==> config.mk <==
export PLATFORM = sky130hd
export DESIGN_NAME = tanlock_core
export DESIGN_NICKNAME = d
export VERILOG_FILES = /design/src/rtl/tanlock_pkg.sv /design/src/rtl/tl_cordic_vec.sv /design/src/rtl/tl_loop_gain.sv /design/src/rtl/tl_dco_timer.sv /design/src/rtl/tanlock_core.sv
export SDC_FILE = /design/constraint.sdc
export NUM_CORES = 1
export LEC_CHECK = 0
export BUFFER_PORTS_ARGS = -buffer_cell sky130_fd_sc_hd__buf_4
export CAP_MARGIN = 20
export CORE_MARGIN = 3
export CORE_UTILIZATION = 47
export CTS_CLUSTER_DIAMETER = 100
export DETAILED_ROUTE_END_ITERATION = 7
export GPL_TIMING_DRIVEN = 0
export MAX_ROUTING_LAYER = met4
export PLACE_DENSITY = 0.61
export SETUP_SLACK_MARGIN = 0.05
export SYNTH_ARGS = -nofsm -noshare
export SYNTH_HDL_FRONTEND = slang
export SYNTH_HIERARCHICAL = 1
export SYNTH_SLANG_ARGS = --single-unit
==> constraint.sdc <==
create_clock -name clk -period 6.2 [get_ports clk]
set_input_delay 0.31 -clock clk [delete_from_list [all_inputs] [get_ports clk]]
set_output_delay 0.31 -clock clk [all_outputs]
set_load 0.01 [all_outputs]
==> src/rtl/tanlock_pkg.sv <==
package tanlock_pkg;

    localparam int SMP_W = 16;
    localparam int ANG_W = 16;
    localparam int VEC_W = SMP_W + 3;
    localparam int ZW    = ANG_W + 2;

    localparam logic signed [ZW-1:0] PI_Z = ZW'(2 ** (ANG_W - 1));

    typedef logic signed [ANG_W-1:0] angle_t;

    typedef struct packed {
        logic signed [VEC_W-1:0] re;
        logic signed [VEC_W-1:0] im;
        logic signed [ZW-1:0]    z;
    } rot_vec_t;

    typedef enum logic [0:0] {
        ROT_IDLE = 1'b0,
        ROT_RUN  = 1'b1
    } rot_state_e;

    // Elementary rotation angles atan(2^-i), scaled so that 2^(ANG_W-1) = pi.
    function automatic int atan_step(int idx);
        case (idx)
            0:  return 8192;
            1:  return 4836;
            2:  return 2555;
            3:  return 1297;
            4:  return 651;
            5:  return 326;
            6:  return 163;
            7:  return 81;
            8:  return 41;
            9:  return 20;
            10: return 10;
            11: return 5;
            12: return 3;
            13: return 1;
            14: return 1;
            default: return 0;
        endcase
    endfunction

    function automatic int clamp_int(int v, int lo, int hi);
        if (v < lo) return lo;
        if (v > hi) return hi;
        return v;
    endfunction

endpackage

==> src/rtl/tl_cordic_vec.sv <==
module tl_cordic_vec
    import tanlock_pkg::*;
#(
    parameter int ITERS = 12
) (
    input  logic                    clk,
    input  logic                    rst,
    input  logic                    start,
    input  logic signed [SMP_W-1:0] re_in,
    input  logic signed [SMP_W-1:0] im_in,
    output angle_t                  ang_out,
    output logic                    done
);

    localparam int IW = $clog2(ITERS + 1);
    localparam logic [IW-1:0] LAST = IW'(ITERS - 1);

    rot_state_e             st;
    logic [IW-1:0]          iter;
    rot_vec_t               v, v_init, v_nxt;
    logic                   zero_q;
    logic signed [VEC_W-1:0] re_ext, im_ext, re_sh, im_sh;
    logic signed [ZW-1:0]   step_ang;

    assign re_ext = VEC_W'(re_in);
    assign im_ext = VEC_W'(im_in);

    // Move the left half-plane into the right one, remembering +/-pi.
    always_comb begin
        v_init.re = re_ext;
        v_init.im = im_ext;
        v_init.z  = '0;
        if (re_in < 0) begin
            v_init.re = -re_ext;
            v_init.im = -im_ext;
            v_init.z  = (im_in >= 0) ? PI_Z : -PI_Z;
        end
    end

    // One vectoring micro-rotation per cycle, driving im toward zero.
    always_comb begin
        re_sh    = v.re >>> iter;
        im_sh    = v.im >>> iter;
        step_ang = ZW'(atan_step(int'(iter)));
        v_nxt    = v;
        if (v.im >= 0) begin
            v_nxt.re = v.re + im_sh;
            v_nxt.im = v.im - re_sh;
            v_nxt.z  = v.z + step_ang;
        end else begin
            v_nxt.re = v.re - im_sh;
            v_nxt.im = v.im + re_sh;
            v_nxt.z  = v.z - step_ang;
        end
    end

    always_ff @(posedge clk) begin
        if (rst) begin
            st      <= ROT_IDLE;
            iter    <= '0;
            v       <= '0;
            zero_q  <= 1'b0;
            ang_out <= '0;
            done    <= 1'b0;
        end else begin
            done <= 1'b0;
            case (st)
                ROT_IDLE: begin
                    if (start) begin
                        v      <= v_init;
                        zero_q <= (re_in == 0) && (im_in == 0);
                        iter   <= '0;
                        st     <= ROT_RUN;
                    end
                end
                ROT_RUN: begin
                    v    <= v_nxt;
                    iter <= iter + 1'b1;
                    if (iter == LAST) begin
                        st      <= ROT_IDLE;
                        done    <= 1'b1;
                        // 2*pi equals 2^ANG_W, so truncation is the modulo wrap.
                        ang_out <= zero_q ? '0 : angle_t'(v_nxt.z);
                    end
                end
                default: st <= ROT_IDLE;
            endcase
        end
    end

    // a capture never arrives while a conversion is in flight
    start_idle_chk: assert property (@(posedge clk) disable iff (rst)
        start |-> (st == ROT_IDLE));

    // the result register moves only together with the done pulse
    result_done_chk: assert property (@(posedge clk) disable iff (rst)
        !$stable(ang_out) |-> done);

endmodule

==> src/rtl/tl_loop_gain.sv <==
module tl_loop_gain
    import tanlock_pkg::*;
#(
    parameter int GAIN_NUM   = 64,
    parameter int GAIN_W     = 16,
    parameter int GAIN_SHIFT = 16
) (
    input  logic                                       clk,
    input  logic                                       rst,
    input  logic                                       load,
    input  angle_t                                     ang_in,
    output logic signed [ANG_W+GAIN_W-GAIN_SHIFT:0]    ctrl
);

    localparam int PW   = ANG_W + GAIN_W + 1;
    localparam int CW_W = PW - GAIN_SHIFT;
    localparam logic signed [GAIN_W:0] GAIN_S = (GAIN_W + 1)'(GAIN_NUM);

    logic signed [PW-1:0] prod;

    assign prod = PW'(ang_in) * PW'(GAIN_S);

    always_ff @(posedge clk) begin
        if (rst) begin
            ctrl <= '0;
        end else if (load) begin
            ctrl <= CW_W'(prod >>> GAIN_SHIFT);
        end
    end

    // the control word only follows a completed error update
    ctrl_follow_chk: assert property (@(posedge clk) disable iff (rst)
        !$stable(ctrl) |-> $past(load));

endmodule

==> src/rtl/tl_dco_timer.sv <==
module tl_dco_timer
    import tanlock_pkg::*;
#(
    parameter int T0_COUNT = 64,
    parameter int CW_W     = 17
) (
    input  logic                   clk,
    input  logic                   rst,
    input  logic signed [CW_W-1:0] ctrl,
    output logic                   strobe
);

    localparam int P_MIN = T0_COUNT / 4;
    localparam int P_MAX = (7 * T0_COUNT) / 4;
    localparam int CNT_W = $clog2(P_MAX + 1);

    logic [CNT_W-1:0] cnt;
    logic [CNT_W-1:0] period;

    assign period = CNT_W'(clamp_int(T0_COUNT - int'(ctrl), P_MIN, P_MAX));

    always_ff @(posedge clk) begin
        if (rst) begin
            cnt    <= '0;
            strobe <= 1'b0;
        end else if (({1'b0, cnt} + 1'b1) >= {1'b0, period}) begin
            cnt    <= '0;
            strobe <= 1'b1;
        end else begin
            cnt    <= cnt + 1'b1;
            strobe <= 1'b0;
        end
    end


    strobe_pulse_chk: assert property (@(posedge clk) disable iff (rst)
        strobe |=> !strobe);


    interval_bound_chk: assert property (@(posedge clk) disable iff (rst)
        int'(cnt) < P_MAX);

endmodule

==> src/rtl/tanlock_core.sv <==
module tanlock_core
    import tanlock_pkg::*;
#(
    parameter int T0_COUNT   = 64,
    parameter int ITERS      = 12,
    parameter int GAIN_NUM   = 64,
    parameter int GAIN_W     = 16,
    parameter int GAIN_SHIFT = 16
) (
    input  logic                                    clk,
    input  logic                                    rst,
    input  logic signed [SMP_W-1:0]                 y_sample,
    input  logic signed [SMP_W-1:0]                 x_sample,
    output logic                                    sample_strobe,
    output logic signed [ANG_W-1:0]                 phase_err,
    output logic signed [ANG_W+GAIN_W-GAIN_SHIFT:0] ctrl_word
);

    localparam int CW_W = ANG_W + GAIN_W + 1 - GAIN_SHIFT;

    logic   rot_done;
    angle_t rot_ang;

    tl_cordic_vec #(
        .ITERS (ITERS)
    ) u_rot (
        .clk     (clk),
        .rst     (rst),
        .start   (sample_strobe),
        .re_in   (y_sample),
        .im_in   (x_sample),
        .ang_out (rot_ang),
        .done    (rot_done)
    );

    assign phase_err = rot_ang;

    tl_loop_gain #(
        .GAIN_NUM   (GAIN_NUM),
        .GAIN_W     (GAIN_W),
        .GAIN_SHIFT (GAIN_SHIFT)
    ) u_gain (
        .clk    (clk),
        .rst    (rst),
        .load   (rot_done),
        .ang_in (rot_ang),
        .ctrl   (ctrl_word)
    );

    tl_dco_timer #(
        .T0_COUNT (T0_COUNT),
        .CW_W     (CW_W)
    ) u_dco (
        .clk    (clk),
        .rst    (rst),
        .ctrl   (ctrl_word),
        .strobe (sample_strobe)
    );


    reset_clear_chk: assert property (@(posedge clk)
        rst |=> (phase_err == 0 && ctrl_word == 0 && !sample_strobe));


    err_update_chk: assert property (@(posedge clk) disable iff (rst)
        !$stable(phase_err) |-> rot_done);

endmodule

# Word level (Yosys, flattened, before mapping)
# Memory sizes are Yosys's and may differ from the RTL's. A register that Yosys moved wholly into a read port is not among the register bits.
# Index checks and enable logic that the tools add are counted.
[op_classes]
add_sub_neg = 12
order_cmp = 6
n_eq_ne = 2
n_shift = 2
muxes = 22
bitwise = 1
n_reduce_logical = 7
[ops]
columns = ["operator", "n"]
rows = [
  ["$mux W56", 3],
  ["$pmux W56 S2", 1],
  ["$logic_not A32 Y1", 2],
  ["$add A19 B19 Y19", 2],
  ["$neg A16 Y19", 2],
  ["$sshr A19 B4 Y19", 2],
  ["$sub A19 B19 Y19", 2],
  ["$mux W7", 3],
  ["$ge A19 B1 Y1 const B", 1],
  ["$add A18 B18 Y18", 1],
  ["$mux W18", 1],
  ["$sub A18 B18 Y18", 1],
  ["$ge A16 B1 Y1 const B", 1],
  ["$lt A16 B1 Y1 const B", 1],
  ["$mux W16", 1],
  ["$mux W4", 3],
  ["$gt A9 B8 Y1 const B", 1],
  ["$lt A9 B6 Y1 const B", 1],
  ["$sub A8 B6 Y9 const A", 1],
  ["$add A7 B1 Y8 const B", 1],
  ["$ge A8 B7 Y1", 1],
  ["$pmux W4 S2", 1],
  ["$add A7 B1 Y7 const B", 1],
  ["$mux W1", 7],
  ["other kinds (9)", 11],
]
[word_totals]
ff_bits = 93
romBits = 224
input_bits = 34
output_inout_bits = 34
wordCells = 64
n_memories = 1
[mem_list]
columns = ["memory", "depth", "word_bits", "rd", "rd_ports_with_merged_regs", "wr", "line_no", "rtl"]
rows = [
  ["(no name shown)", 16, 14, 1, 1, 0, "tanlock_pkg.sv:25", "case (idx)"],
]

# Depth between registers and ports, before layout
[depth]
depth_word = 8
mapped_depth = 25

# Modules after synthesis
# Netlist, hierarchy kept.
[by_module_without_submodules]
columns = ["module", "n_inst", "cells_per_inst", "area_each_um2"]
rows = [
  ["tl_cordic_vec", 1, 1209, 9880.7],
  ["tl_dco_timer", 1, 112, 874.6],
  ["tl_loop_gain", 1, 30, 296.5],
]

# Worst setup path after synthesis
# No wires, ideal clock.
[synth_timing]
kind = "reg-to-reg"
start = "reg u_rot.iter[3]"
end = "reg u_rot/v[36] in the netlist's numbering"
setup_ns = 0.091
arrival_ns = 5.101
required_time_ns = 6.109
path_slack_ns = 1.009
stages_incl_launch_ff = 24
cell_sequence = "dfxtp_1 > clkbuf_1 > clkbuf_1 > clkbuf_1 > clkbuf_1 > clkbuf_1 > nand2_1 > o21ai_0 > ha_1 > nand2_1 > o22a_1 > nor4_1 > nand2_1 > nand2_1 > xnor2_1 > ha_1 > a21o_1 > a21o_1 > a21o_1 > a21oi_1 > a31oi_1 > a31o_2 > or3_1 > a311oi_1"
[synth_via]
elab_chain_len = 4
word_cells_on_any_way = 5
[synth_rtl]
columns = ["item", "line_no", "rtl"]
rows = [
  ["start: declaration", "tl_cordic_vec.sv:19", "logic [IW-1:0] iter;"],
  ["start signal: assignment", "tl_cordic_vec.sv:78", "iter <= iter + 1'b1;"],
  ["$sshr A19 B4 Y19 *", "tl_cordic_vec.sv:42", "re_sh = v.re >>> iter;"],
  ["$add A19 B19 Y19 or $sub A19 B19 Y19 (tied branches)", "tl_cordic_vec.sv:52, tl_cordic_vec.sv:48", ""],
  ["$mux W56 *", "tl_cordic_vec.sv:46", "if (v.im >= 0) begin"],
  ["$pmux W56 S2 *", "tl_cordic_vec.sv:67", "case (st)"],
  ["end signal: assignment", "tl_cordic_vec.sv:70", "v <= v_init;"],
  ["end signal: assignment", "tl_cordic_vec.sv:77", "v <= v_nxt;"],
  ["end: declaration", "tl_cordic_vec.sv:20", "rot_vec_t v, v_init, v_nxt;"],
]
# Every way passes the cells marked *; elsewhere a longest branch is shown, timed or not.
# A chain may end at the register's enable or synchronous reset.

# Final worst setup path
[layout_timing]
start = "reg u_rot.iter[1]"
end = "reg u_rot/v[55] in the netlist's numbering"
[layout_via]
elab_chain_len = 4
word_cells_on_any_way = 5
[layout_rtl]
columns = ["item", "line_no", "rtl"]
rows = [
  ["$sshr A19 B4 Y19 *", "tl_cordic_vec.sv:43", "im_sh = v.im >>> iter;"],
  ["$sub A19 B19 Y19 or $add A19 B19 Y19 (tied branches)", "tl_cordic_vec.sv:51, tl_cordic_vec.sv:47", ""],
  ["$mux W56 *", "tl_cordic_vec.sv:46", ""],
  ["$pmux W56 S2 *", "tl_cordic_vec.sv:67", ""],
]
# Marks and branches as above.

==> summary.log <==
[run_status] outcome finished clean
[logic_synthesis] area of the mapped netlist 11100 um^2
[timing] Final Max Tran Viols 0
[critical_path] kind of launch point of the worst setup path flip-flop
[routing] routed wirelength normalized by instance count 21.9 um
[layout] count of nets after finishing 1538
[timing] transition time of the tightest slew-check pin 0.947 ns
[critical_path] start point of the critical path u_rot/iter[1]
[routing] detailed-route vias per instance 6.26
[global_route] gr ovfl total 0
[global_route] initial antenna violation count 0
[logic_synthesis] flop and latch count out of synthesis 105
[routing] overall via count from detail_route 10.9k
[cts] number of CTS-inserted buffers 9
[cts] clock insertion delay at the later pin of the skew report 0.37 ns
[critical_path] cell count of the worst reg-to-reg path 19
[layout] Syn-to-layout area delta 11.0%
[timing] Final TNS setup 0 ns
[timing] portion of the clock cycle consumed by the worst path in the final layout 93.1%
[cts] clock-pin slew on the worst setup and hold paths 0.08 ns
[logic_synthesis] number of flops mapped to enable cells by yosys 0
[pwr] sequential share of power 49.3%
[pwr] Worst VDD drop 108 uV
[pwr] leakage power 5.07 nW
[critical_path] slack of the worst reg-to-reg path 0.43 ns
[timing] post-route setup slack 0.428 ns
[logic_synthesis] yosys warns 6
[pwr] Sw Pwr 0.376 mW
[logic_synthesis] synthesized net count 1463
[cts] sinks on the clock net 105
[cts] H-Tree Depth 3
[floorplan] vertical die dimension 159 um
[timing] Layout Skew 0.0125 ns
[timing] fin crit period 5.77 ns
[critical_path] Critical Path End u_rot/v[55]
[global_route] combined global-route utilization of all metal layers 30.7%
[timing] slew margin rel. 36.9%
[logic_synthesis] ys async rst share 0%
[timing] number of hold-slack violations in the final timing report 0
[cts] hold buffers post-CTS 0
[layout] diodes inserted 0
[routing] drt total wl 38.3 mm
[pwr] combinational share of power 6.5%
[timing] Setup Viol. Count Final 0
[timing] worst hold margin 0.182 ns
[logic_synthesis] post-synthesis sequential area ratio 19.0%
[critical_path] buffering stage count on the worst path with inverters included 3
[critical_path] category of the critical setup timing path reg -> reg
[critical_path] Crit path required time 6.45 ns
[floorplan] Die W 159 um
[placement] total placed instance area 11900 um^2
[critical_path] CP Depth 19
[critical_path] maximum fanout along the worst path 19
[routing] 1st-pass router iterations 5
[pwr] clock share of power 44.2%
[global_route] via count of the first global-routing pass 10.2k
[critical_path] beginning of the worst register-to-register path u_rot/iter[1]
[critical_path] Slowest cell on crit path sky130_fd_sc_hd__mux4_2
[global_route] global-route wire length before repair 59.9 mm
[global_route] largest net degree at the start of global routing 21
[floorplan] initial core utilization 48.4%
[placement] half-perimeter wire length after placement 29.4 mm
[critical_path] arrival time at the worst endpoint 6.02 ns
[layout] share of final-layout standard cells stronger than drive strength 1 13.9%
[cts] Bufs on Longest Clock Path 2
[timing] RSZ-0062 raised after global routing false
[cts] TritonCTS clock tree done
[routing] DRT iter0 DRCs 1138
[logic_synthesis] Avg Synthesized Cell Area 8.18 um^2
[placement] placer congestion estimate 1.01
[floorplan] number of standard-cell rows in the floorplan 55
[critical_path] Crit. End Element flip-flop
[critical_path] largest incremental delay on the critical path 0.54 ns
[logic_synthesis] number of instances in the synthesized netlist 1351
[pwr] power density over the cells 112 nW/um^2
[logic_synthesis] flip-flop cell with the highest count after synthesis sky130_fd_sc_hd__dfxtp_1
[floorplan] Die Footprint 25400 um^2
[critical_path] cell chain of the critical path buf_2 > buf_2 > clkbuf_4 > mux4_2 > mux2_2 > mux2_2 > nor2_1 > nand4_1 > o21ai_0 > xor2_1 > ha_1 > a21o_1 > a221o_1 > a21oi_1 > a21oi_1 > o31ai_2 > nor2_1 > o21ai_0 > nand3_1
[hold_path] worst min path class in -> reg
[pwr] net switching share of the total power 27.4%
[floorplan] number of ports placed on the die boundary 68
[floorplan] Core ar. 22800 um^2
[logic_synthesis] number of distinct library cells after synthesis 79
[run] max capacitance violation total 0
[placement] worst slack at placement -0.517 ns
[cts] CTS root buffer sky130_fd_sc_hd__clkbuf_16
[critical_path] reg-to-reg critical path endpoint u_rot/v[55]
[timing] achievable clock frequency 0.173 GHz
[layout] total non-filler cell area in the finished layout 12300 um^2
[routing] number of design rule violations left after detail routing 0
[routing] remaining antenna violation count 0
[pwr] internal power summed over all cells 0.996 mW
[critical_path] Top Family by Delay on Critical Path compound AO/OA/AOI/OAI gates
[placement] count of port buffers added during placement 67
-- logic make-up after synthesis --
logic type,count (synthesis),share of synthesized area [%]
compound gates,377,22.7
xor+xnor,102,8.08
fa+ha+maj,78,9.03
buf+inv,129,5.25
flops,105,19.0
mux,111,16.0
simple gates,449,19.9
-- layout by cell type (no fill, tap or decap), types with 39 or more instances in the layout --
cell,synthesis,routed
sky130_fd_sc_hd__xor2_1,44,44
sky130_fd_sc_hd__dfxtp_1,105,104
sky130_fd_sc_hd__nor2_1,140,140
sky130_fd_sc_hd__mux2i_1,43,42
sky130_fd_sc_hd__clkbuf_1,61,52
sky130_fd_sc_hd__ha_1,75,75
sky130_fd_sc_hd__a211oi_1,43,43
sky130_fd_sc_hd__nand2_1,104,104
sky130_fd_sc_hd__a21oi_1,98,97
sky130_fd_sc_hd__o21ai_0,74,74
sky130_fd_sc_hd__xnor2_1,58,58
sky130_fd_sc_hd__buf_4,11,78
sky130_fd_sc_hd__inv_1,39,39
-- sequential cells by signal, indices dropped and copies added, names as in the netlist --
signal / flops
u_rot/v: 54
u_rot/ang_out: 16
u_rot/step_ang: 14
u_dco/cnt: 7
u_gain/ctrl: 6
u_rot/iter: 4
u_dco/strobe: 1
u_rot/done: 1
u_rot/st: 1
u_rot/zero_q: 1
-- worst min-delay path by stage --
stage	slack [ns]	cells after the start	to	startpoint
floorplan	0.38	1	u_dco/strobe	rst
global placement	0.45	2	u_rot/ang_out[1]	u_rot/ang_out[1]
detailed placement	0.46	2	u_rot/ang_out[1]	u_rot/ang_out[1]
CTS	0.18	2	u_gain/ctrl[5]	rst
global route	0.18	2	u_gain/ctrl[1]	rst
finish	0.18	2	u_gain/ctrl[1]	rst
-- cells in the mapped netlist (14+ instances only) --
cell type                    n  area [um^2]
sky130_fd_sc_hd__xor2_1     44          385
sky130_fd_sc_hd__a21oi_1    98          490
sky130_fd_sc_hd__ha_1       75          938
sky130_fd_sc_hd__mux4_2     36          811
sky130_fd_sc_hd__nand2b_1   19          119
sky130_fd_sc_hd__o31ai_1    21          158
sky130_fd_sc_hd__nor3_1     29          145
sky130_fd_sc_hd__nand3_1    32          160
sky130_fd_sc_hd__mux2i_1    43          430
sky130_fd_sc_hd__inv_1      39          146
sky130_fd_sc_hd__nor3b_1    15          113
sky130_fd_sc_hd__xnor2_1    58          508
sky130_fd_sc_hd__o21ai_0    74          370
sky130_fd_sc_hd__clkbuf_1   61          229
sky130_fd_sc_hd__nor2_1    140          526
sky130_fd_sc_hd__nor2b_1    14         87.6
sky130_fd_sc_hd__or3_1      21          131
sky130_fd_sc_hd__mux2_2     20          225
sky130_fd_sc_hd__nand2_1   104          390
sky130_fd_sc_hd__a211oi_1   43          323
sky130_fd_sc_hd__dfxtp_1   105         2100
sky130_fd_sc_hd__a21o_1     27          203
-- timing repair --
item | in CTS | in global routing
setup buffers | 0 | 0
resized for setup | 3 | 16
setup endpoints to repair | 5 | 7
-- power by group through the flow --
stage / sequential (mW) / combinational, mW / clock (mW)
after floorplan: 0.693 / 0.0441 / 0
after global placement: 0.693 / 0.0875 / 0
after detailed placement: 0.693 / 0.0882 / 0
after CTS: 0.677 / 0.0885 / 0.616
after global routing: 0.678 / 0.0977 / 0.639
final: 0.677 / 0.0886 / 0.607
-- stage by stage --
step	instances	total power [mW]	utilization, %
after global routing	1744	1.41	53.7
after CTS	1745	1.38	53.6
after floorplan	1351	0.737	-
after global placement	1731	0.781	52.3
after detailed placement	1731	0.781	52.3
final	1744	1.37	53.7
-- per-layer routing --
layer  share of wire [%]  GRT usage, %
met5                   0             -
met4                 3.7          11.5
met3                 9.6          5.93
met2                  42          43.9
met1                  45          42.8
-- area by class of cell --
type                       instances  area (um^2)
timing repair buffer              67          503
multi-input combinational       1117         8390
tap                              313          392
clock buffer                       9          225
fill                            2252        10600
clock inverter                     7         73.8
inverter                          42          158
sequential                       105         2100
buffer                            84          428
No activity file was read; power rests on OpenSTA's default activity.
